### config.mk
export PLATFORM = sky130hd
export DESIGN_NAME = mcu8_core
export DESIGN_NICKNAME = d
export VERILOG_FILES = /design/src/rtl/mcu8_pkg.sv /design/src/rtl/mcu8_progmem.sv /design/src/rtl/mcu8_regfile.sv /design/src/rtl/mcu8_alu.sv /design/src/rtl/mcu8_core.sv
export SDC_FILE = /design/constraint.sdc
export NUM_CORES = 1
export LEC_CHECK = 0
export BUFFER_PORTS_ARGS = -buffer_cell sky130_fd_sc_hd__buf_2
export CAP_MARGIN = 5
export CORE_ASPECT_RATIO = 1.5
export CORE_MARGIN = 3
export CORE_UTILIZATION = 50
export CTS_CLUSTER_SIZE = 25
export DETAILED_ROUTE_END_ITERATION = 8
export HOLD_SLACK_MARGIN = 0.03
export PLACE_DENSITY = 0.71
export RECOVER_POWER = 25
export SYNTH_ARGS = -nofsm -noshare
export SYNTH_HDL_FRONTEND = slang
export SYNTH_SLANG_ARGS = --single-unit
### constraint.sdc
create_clock -name clk -period 6.5 [get_ports clk]
set_input_delay 0.65 -clock clk [delete_from_list [all_inputs] [get_ports clk]]
set_output_delay 0.65 -clock clk [all_outputs]
set_load 0.05 [all_outputs]
### src/rtl/mcu8_pkg.sv
package mcu8_pkg;
  parameter int DW    = 8;   // data width
  parameter int NREG  = 8;   // data registers
  parameter int PDEP  = 32;  // program words
  parameter int IW    = 16;  // instruction width
  localparam int RAW  = $clog2(NREG);
  localparam int PAW  = $clog2(PDEP);
  localparam int OPW  = 3;

  typedef enum logic [OPW-1:0] {
    OP_MOV = 3'd0,
    OP_MVI = 3'd1,
    OP_ADD = 3'd2,
    OP_SUB = 3'd3,
    OP_BC  = 3'd4,
    OP_IN  = 3'd5,
    OP_OUT = 3'd6,
    OP_NOP = 3'd7
  } op_e;
endpackage

### src/rtl/mcu8_progmem.sv
module mcu8_progmem #(
  parameter int DEPTH = mcu8_pkg::PDEP,
  parameter int WIDTH = mcu8_pkg::IW,
  localparam int AW   = $clog2(DEPTH)
) (
  input  logic             clk,
  input  logic             we,
  input  logic [AW-1:0]    waddr,
  input  logic [WIDTH-1:0] wdata,
  input  logic [AW-1:0]    raddr,
  output logic [WIDTH-1:0] rdata
);
  logic [WIDTH-1:0] mem [DEPTH];

  always_ff @(posedge clk) begin
    if (we) mem[waddr] <= wdata;
  end

  assign rdata = mem[raddr];
endmodule

### src/rtl/mcu8_regfile.sv
module mcu8_regfile #(
  parameter int NREG = mcu8_pkg::NREG,
  parameter int DW   = mcu8_pkg::DW,
  localparam int AW  = $clog2(NREG)
) (
  input  logic          clk,
  input  logic          rst_n,
  input  logic          we,
  input  logic [AW-1:0] waddr,
  input  logic [DW-1:0] wdata,
  input  logic [AW-1:0] ra_addr,
  output logic [DW-1:0] ra_data,
  input  logic [AW-1:0] rb_addr,
  output logic [DW-1:0] rb_data
);
  logic [DW-1:0] regs_q [NREG];

  for (genvar g = 0; g < NREG; g++) begin : g_reg
    always_ff @(posedge clk or negedge rst_n) begin
      if (!rst_n)                          regs_q[g] <= '0;
      else if (we && waddr == AW'(g))      regs_q[g] <= wdata;
    end
  end

  assign ra_data = regs_q[ra_addr];
  assign rb_data = regs_q[rb_addr];
endmodule

### src/rtl/mcu8_alu.sv
module mcu8_alu #(
  parameter int DW = mcu8_pkg::DW
) (
  input  logic          sub,
  input  logic [DW-1:0] dst_val,
  input  logic [DW-1:0] src_val,
  output logic [DW-1:0] result,
  output logic          cout
);
  logic [DW:0] wide;

  always_comb begin
    if (sub) wide = {1'b0, dst_val} - {1'b0, src_val};
    else     wide = {1'b0, dst_val} + {1'b0, src_val};
    result = wide[DW-1:0];
    cout   = wide[DW];
  end
endmodule

### src/rtl/mcu8_core.sv
module mcu8_core
  import mcu8_pkg::*;
#(
  parameter int W    = DW,
  parameter int NR   = NREG,
  parameter int PD   = PDEP,
  parameter int IWD  = IW,
  localparam int RA  = $clog2(NR),
  localparam int PA  = $clog2(PD)
) (
  input  logic           clk,
  input  logic           rst_n,
  input  logic           load_en,
  input  logic [PA-1:0]  load_addr,
  input  logic [IWD-1:0] load_word,
  input  logic [W-1:0]   din,
  output logic [W-1:0]   dout,
  output logic [PA-1:0]  pc_obs
);
  localparam int OP_HI  = IWD - 1;
  localparam int DST_HI = OP_HI - OPW;
  localparam int SRC_HI = DST_HI - RA;

  // reset release synchronizer
  logic [1:0] sync_q;
  logic       run;

  always_ff @(posedge clk or negedge rst_n) begin
    if (!rst_n) sync_q <= '0;
    else        sync_q <= {sync_q[0], 1'b1};
  end
  assign run = sync_q[1];

  // state
  logic [PA-1:0]  pc_q, pc_d;
  logic           carry_q, carry_d;
  logic [W-1:0]   out_q, out_d;

  // decode
  logic [IWD-1:0] instr;
  op_e            op;
  logic [RA-1:0]  dst, src;
  logic [W-1:0]   imm;
  logic [PA-1:0]  off;
  logic [W-1:0]   dst_val, src_val, alu_res;
  logic           alu_cout;
  logic           rf_we;
  logic [W-1:0]   rf_wdata;

  mcu8_progmem #(.DEPTH(PD), .WIDTH(IWD)) u_pmem (
    .clk   (clk),
    .we    (load_en & ~run),
    .waddr (load_addr),
    .wdata (load_word),
    .raddr (pc_q),
    .rdata (instr)
  );

  assign op  = op_e'(instr[OP_HI -: OPW]);
  assign dst = instr[DST_HI -: RA];
  assign src = instr[SRC_HI -: RA];
  assign imm = instr[W-1:0];
  assign off = instr[PA-1:0];

  mcu8_regfile #(.NREG(NR), .DW(W)) u_rf (
    .clk     (clk),
    .rst_n   (rst_n),
    .we      (rf_we),
    .waddr   (dst),
    .wdata   (rf_wdata),
    .ra_addr (src),
    .ra_data (src_val),
    .rb_addr (dst),
    .rb_data (dst_val)
  );

  mcu8_alu #(.DW(W)) u_alu (
    .sub     (op == OP_SUB),
    .dst_val (dst_val),
    .src_val (src_val),
    .result  (alu_res),
    .cout    (alu_cout)
  );

  // next-state logic
  always_comb begin
    pc_d     = pc_q + PA'(1);
    carry_d  = carry_q;
    out_d    = out_q;
    rf_we    = 1'b0;
    rf_wdata = src_val;
    unique case (op)
      OP_MOV: rf_we = run;
      OP_MVI: begin rf_we = run; rf_wdata = imm; end
      OP_ADD, OP_SUB: begin
        rf_we    = run;
        rf_wdata = alu_res;
        carry_d  = alu_cout;
      end
      OP_BC:  if (carry_q) pc_d = pc_q + PA'(1) + off;
      OP_IN:  begin rf_we = run; rf_wdata = din; end
      OP_OUT: out_d = src_val;
      default: ;
    endcase
  end

  // registers with explicit enable
  always_ff @(posedge clk or negedge rst_n) begin
    if (!rst_n) begin
      pc_q    <= '0;
      carry_q <= 1'b0;
      out_q   <= '0;
    end else if (run) begin
      pc_q    <= pc_d;
      carry_q <= carry_d;
      out_q   <= out_d;
    end
  end

  assign dout   = out_q;
  assign pc_obs = pc_q;
endmodule

==> metrics.csv <==
stage;metric;value;unit
status;status;complete, no violations;
placed_design;PortBufs;44;
timing;Rel. slew slack;10.4;%
timing;RSZ-0062 raised after global routing;false;
placed_design;dpl hpwl;34.8;mm
clock_network;postcts setup bufs;0;
power_and_ir_drop;Lkg Pwr;9.12;nW
critical_path;crit end category;flop;
logic_synthesis;Post-Syn Area;24800;µm²
drt;final antenna-violating net count;0;
grt;largest net degree at the start of global routing;81;
critical_path;Critical Path AT;6.30;ns
grt;initial antenna violation count;3;
clock_network;Clock Path Buffers;3;
floorplanning;die height;279;µm
floorplanning;starting density of the core;50.7;%
drt;Initial DRC Count;1412;
logic_synthesis;dominant cells by area after synthesis;edfxtp_1 (62%), mux4_2 (14%), dfrtp_1 (8.1%), mux2_2 (3.4%), mux2i_1 (3.3%);
logic_synthesis;Mapped Nets;1297;
placed_design;Placed Cells;1938;
critical_path;Crit Reg-Reg Startpoint;pc_obs[1];
drt;vias per std cell;6.11;
critical_path;Startpoint Class;flop;
logic_synthesis;Synth Instances;1249;
power_and_ir_drop;Int Power;9.14;mW
job;Max-Cap Viols;0;
logic_synthesis;post-synthesis cell type count;54;
floorplanning;Top Ports;45;
grt;grt ovf;0;
timing;Worst-Margin Slew;1.34;ns
clock_network;cts hold-fix bufs;0;
logic_synthesis;Mean Syn Cell Area;19.8;µm²
timing;crit share post-route;89.2;%
logic_synthesis;most frequent cell after synthesis;edfxtp_1;
placed_design;RD Place Congestion;0.831;
clock_network;Clock Latency Late Sink;0.60;ns
power_and_ir_drop;Comb pwr share;46.0;%
floorplanning;Site Rows;99;
drt;DR vias;12449;
critical_path;Worst Reg-to-Reg Cells;24;
floorplanning;Core ar.;48800;µm²
drt;first-pass iteration count of the detailed router;5;
logic_synthesis;Synth Flop Type;edfxtp_1;
power_and_ir_drop;Clk pwr share;21.7;%
grt;first-pass GRT wire length;85.8;mm
timing;final setup vio count;0;
clock_network;clk slew on worst S/H paths;0.07;ns
clock_network;CTS tree;yes;
critical_path;type of the worst setup path;flop to flop;
logic_synthesis;Async SR Flop Fraction;13.5;%
logic_synthesis;flops & latches, synth;592;
power_and_ir_drop;peak ir drop on the vdd network;0.502;mV
drt;Routed WL;58.0;mm
floorplanning;die width;188;µm
logic_synthesis;Synth area leader;edfxtp_1;
critical_path;FF-to-FF End;u_rf.regs_q[23];
min_path;Hold/Removal Path Class;input port to asynchronous set/reset pin;
logic_synthesis;EDFF count, synth;512;
logic_synthesis;Yosys top cell area share;62.1;%
clock_network;CTS Buf Count;52;
timing;count of pins over their slew limit;0;
clock_network;H-tree levels;2;
timing;setup_tns;0;ns
power_and_ir_drop;Switch Pwr;5.41;mW
critical_path;worst-case register-to-register setup slack;0.70;ns
cells_and_area;non-filler instance count after layout;2038;
logic_synthesis;Seq/Total Area, Yosys;70.2;%
power_and_ir_drop;Net Sw Frac;37.2;%
critical_path;CP required;7.00;ns
timing;worst clock skew;0.0159;ns
cells_and_area;area grow syn2layout;11.9;%
drt;wire per inst;28.5;µm
timing;FMAX;172;MHz
power_and_ir_drop;Seq pwr share;32.3;%
floorplanning;die area;52300;µm²
cells_and_area;layout cells sized above 1;33.3;%
timing;post-layout minimum cycle time;5.80;ns
power_and_ir_drop;power density over the cells;525;nW/µm²
logic_synthesis;Yosys Warn Count;0;
grt;vias in the first global route;13082;
cells_and_area;nets;1384;
critical_path;Crit Path Max Fanout;54;
drt;drt drc;0;
logic_synthesis;commonest cells in the netlist;edfxtp_1 (512), mux4_2 (159), mux2i_1 (81);
grt;GRT Util Overall;22.4;%
clock_network;clock tree sinks;592;
clock_network;PostCTS Resize Cnt;0;
clock_network;root buf cell;clkbuf_16;
timing;Final Hold Viols;0;
==> placed cells by master, fill, tap and decap left out, types with 7 or more instances in the layout <==
cell / Yosys / layout
inv_1: 9 / 9
nor2b_1: 8 / 8
clkinv_2: 0 / 8
mux2_2: 74 / 74
clkbuf_1: 12 / 21
nor2_2: 4 / 30
edfxtp_1: 512 / 512
clkbuf_16: 0 / 52
a22oi_1: 9 / 9
clkinv_1: 0 / 10
nand2_1: 41 / 41
buf_2: 22 / 31
mux2i_1: 81 / 80
a21oi_1: 18 / 18
ha_1: 14 / 14
xnor2_1: 13 / 13
bufinv_16: 0 / 7
dfrtp_1: 80 / 75
mux4_2: 159 / 159
o21ai_0: 25 / 24
nor2_1: 62 / 30
buf_4: 11 / 47
==> metrics by stage <==
step           total power, mW  util [%]  hold WS, ns  area (µm²)  worst slack [ns]
2_1_floorplan             9.76         -        0.331       24800              1.25
3_3_place_gp              11.4      53.2        0.335       25900             0.843
3_5_place_dp              11.5      53.2        0.337       25900             0.748
4_1_cts                   14.6      56.8        0.275       27700             0.718
5_1_grt                   15.3      56.7        0.311       27700             0.136
6_report                  14.5      56.7        0.213       27700             0.700
==> kinds of logic (layout without fill, tap and decap cells) <==
family,count (synthesis),after routing,share of synthesized area [%]
other cells,1,3,0.0151
simple gates,153,153,2.98
buf+inv,67,198,1.52
mux,324,324,21.8
xor+xnor,18,18,0.637
flops,592,592,70.2
compound gates,78,78,1.99
fa+ha+maj,16,16,0.869
==> worst max-delay path by stage <==
stage,startpoint,end,slack [ns],depth (start not counted)
final,pc_obs[1],u_rf.regs_q[23],0.70,24
after global routing,pc_obs[1],u_rf.regs_q[63],0.14,24
after CTS,pc_obs[1],u_rf.regs_q[23],0.72,24
after detailed placement,pc_obs[1],u_rf.regs_q[23],0.75,24
after global placement,pc_obs[0],u_rf.regs_q[63],0.84,20
after floorplan,pc_obs[0],u_rf.regs_q[30],1.25,22
==> power by group through the flow <==
stage	clock network [mW]	registers [mW]	logic (mW)
global placement	0	4.76	6.60
finish	3.16	4.69	6.69
floorplan	0	4.65	5.10
detailed placement	0	4.78	6.69
global route	3.36	4.73	7.22
CTS	3.22	4.70	6.72
==> critical path, cell delays in order, from the launching register on <==
cell and delay [ns]:
dfrtp_4 0.97, buf_4 0.49, mux4_2 0.38, mux4_2 0.49, nand2_1 0.08, o21ai_1 0.07, buf_4 0.22, nor2_1 0.11
buf_4 0.20, and2_1 0.30, o21a_1 0.19, inv_1 0.05, ha_1 0.27, nor2b_1 0.13, o21ai_0 0.19, a21boi_0 0.14
o21ai_0 0.21, nand2b_1 0.12, a21o_1 0.19, a21oi_1 0.16, xor2_1 0.08, nand2_1 0.06, o21ai_0 0.08, a31o_2 0.29
o21ai_0 0.17
==> final cells by class <==
| cell class | count | area, µm² |
|---|---|---|
| clock buffer | 64 | 1380 |
| tap | 656 | 821 |
| timing repair buffer | 91 | 573 |
| sequential | 592 | 17400 |
| clock inverter | 34 | 380 |
| antenna | 2 | 5.00 |
| multi-input combinational | 590 | 7110 |
| inverter | 9 | 33.8 |
| fill | 3684 | 21100 |
==> layer usage <==
metal  GRT usage, %  wire length, µm
met1           27.9            21200
met2           39.4            30600
met3           3.19             3740
met4           9.40             2490
met5              0                0
==> flip-flops by register name, indices dropped and copies added, names as in the netlist <==
register,cells
dout,8
sync_q,2
carry_q,1
u_pmem.mem,512
pc_obs,5
u_rf.regs_q,64
Note: power is estimated with default switching activity, not from simulation.
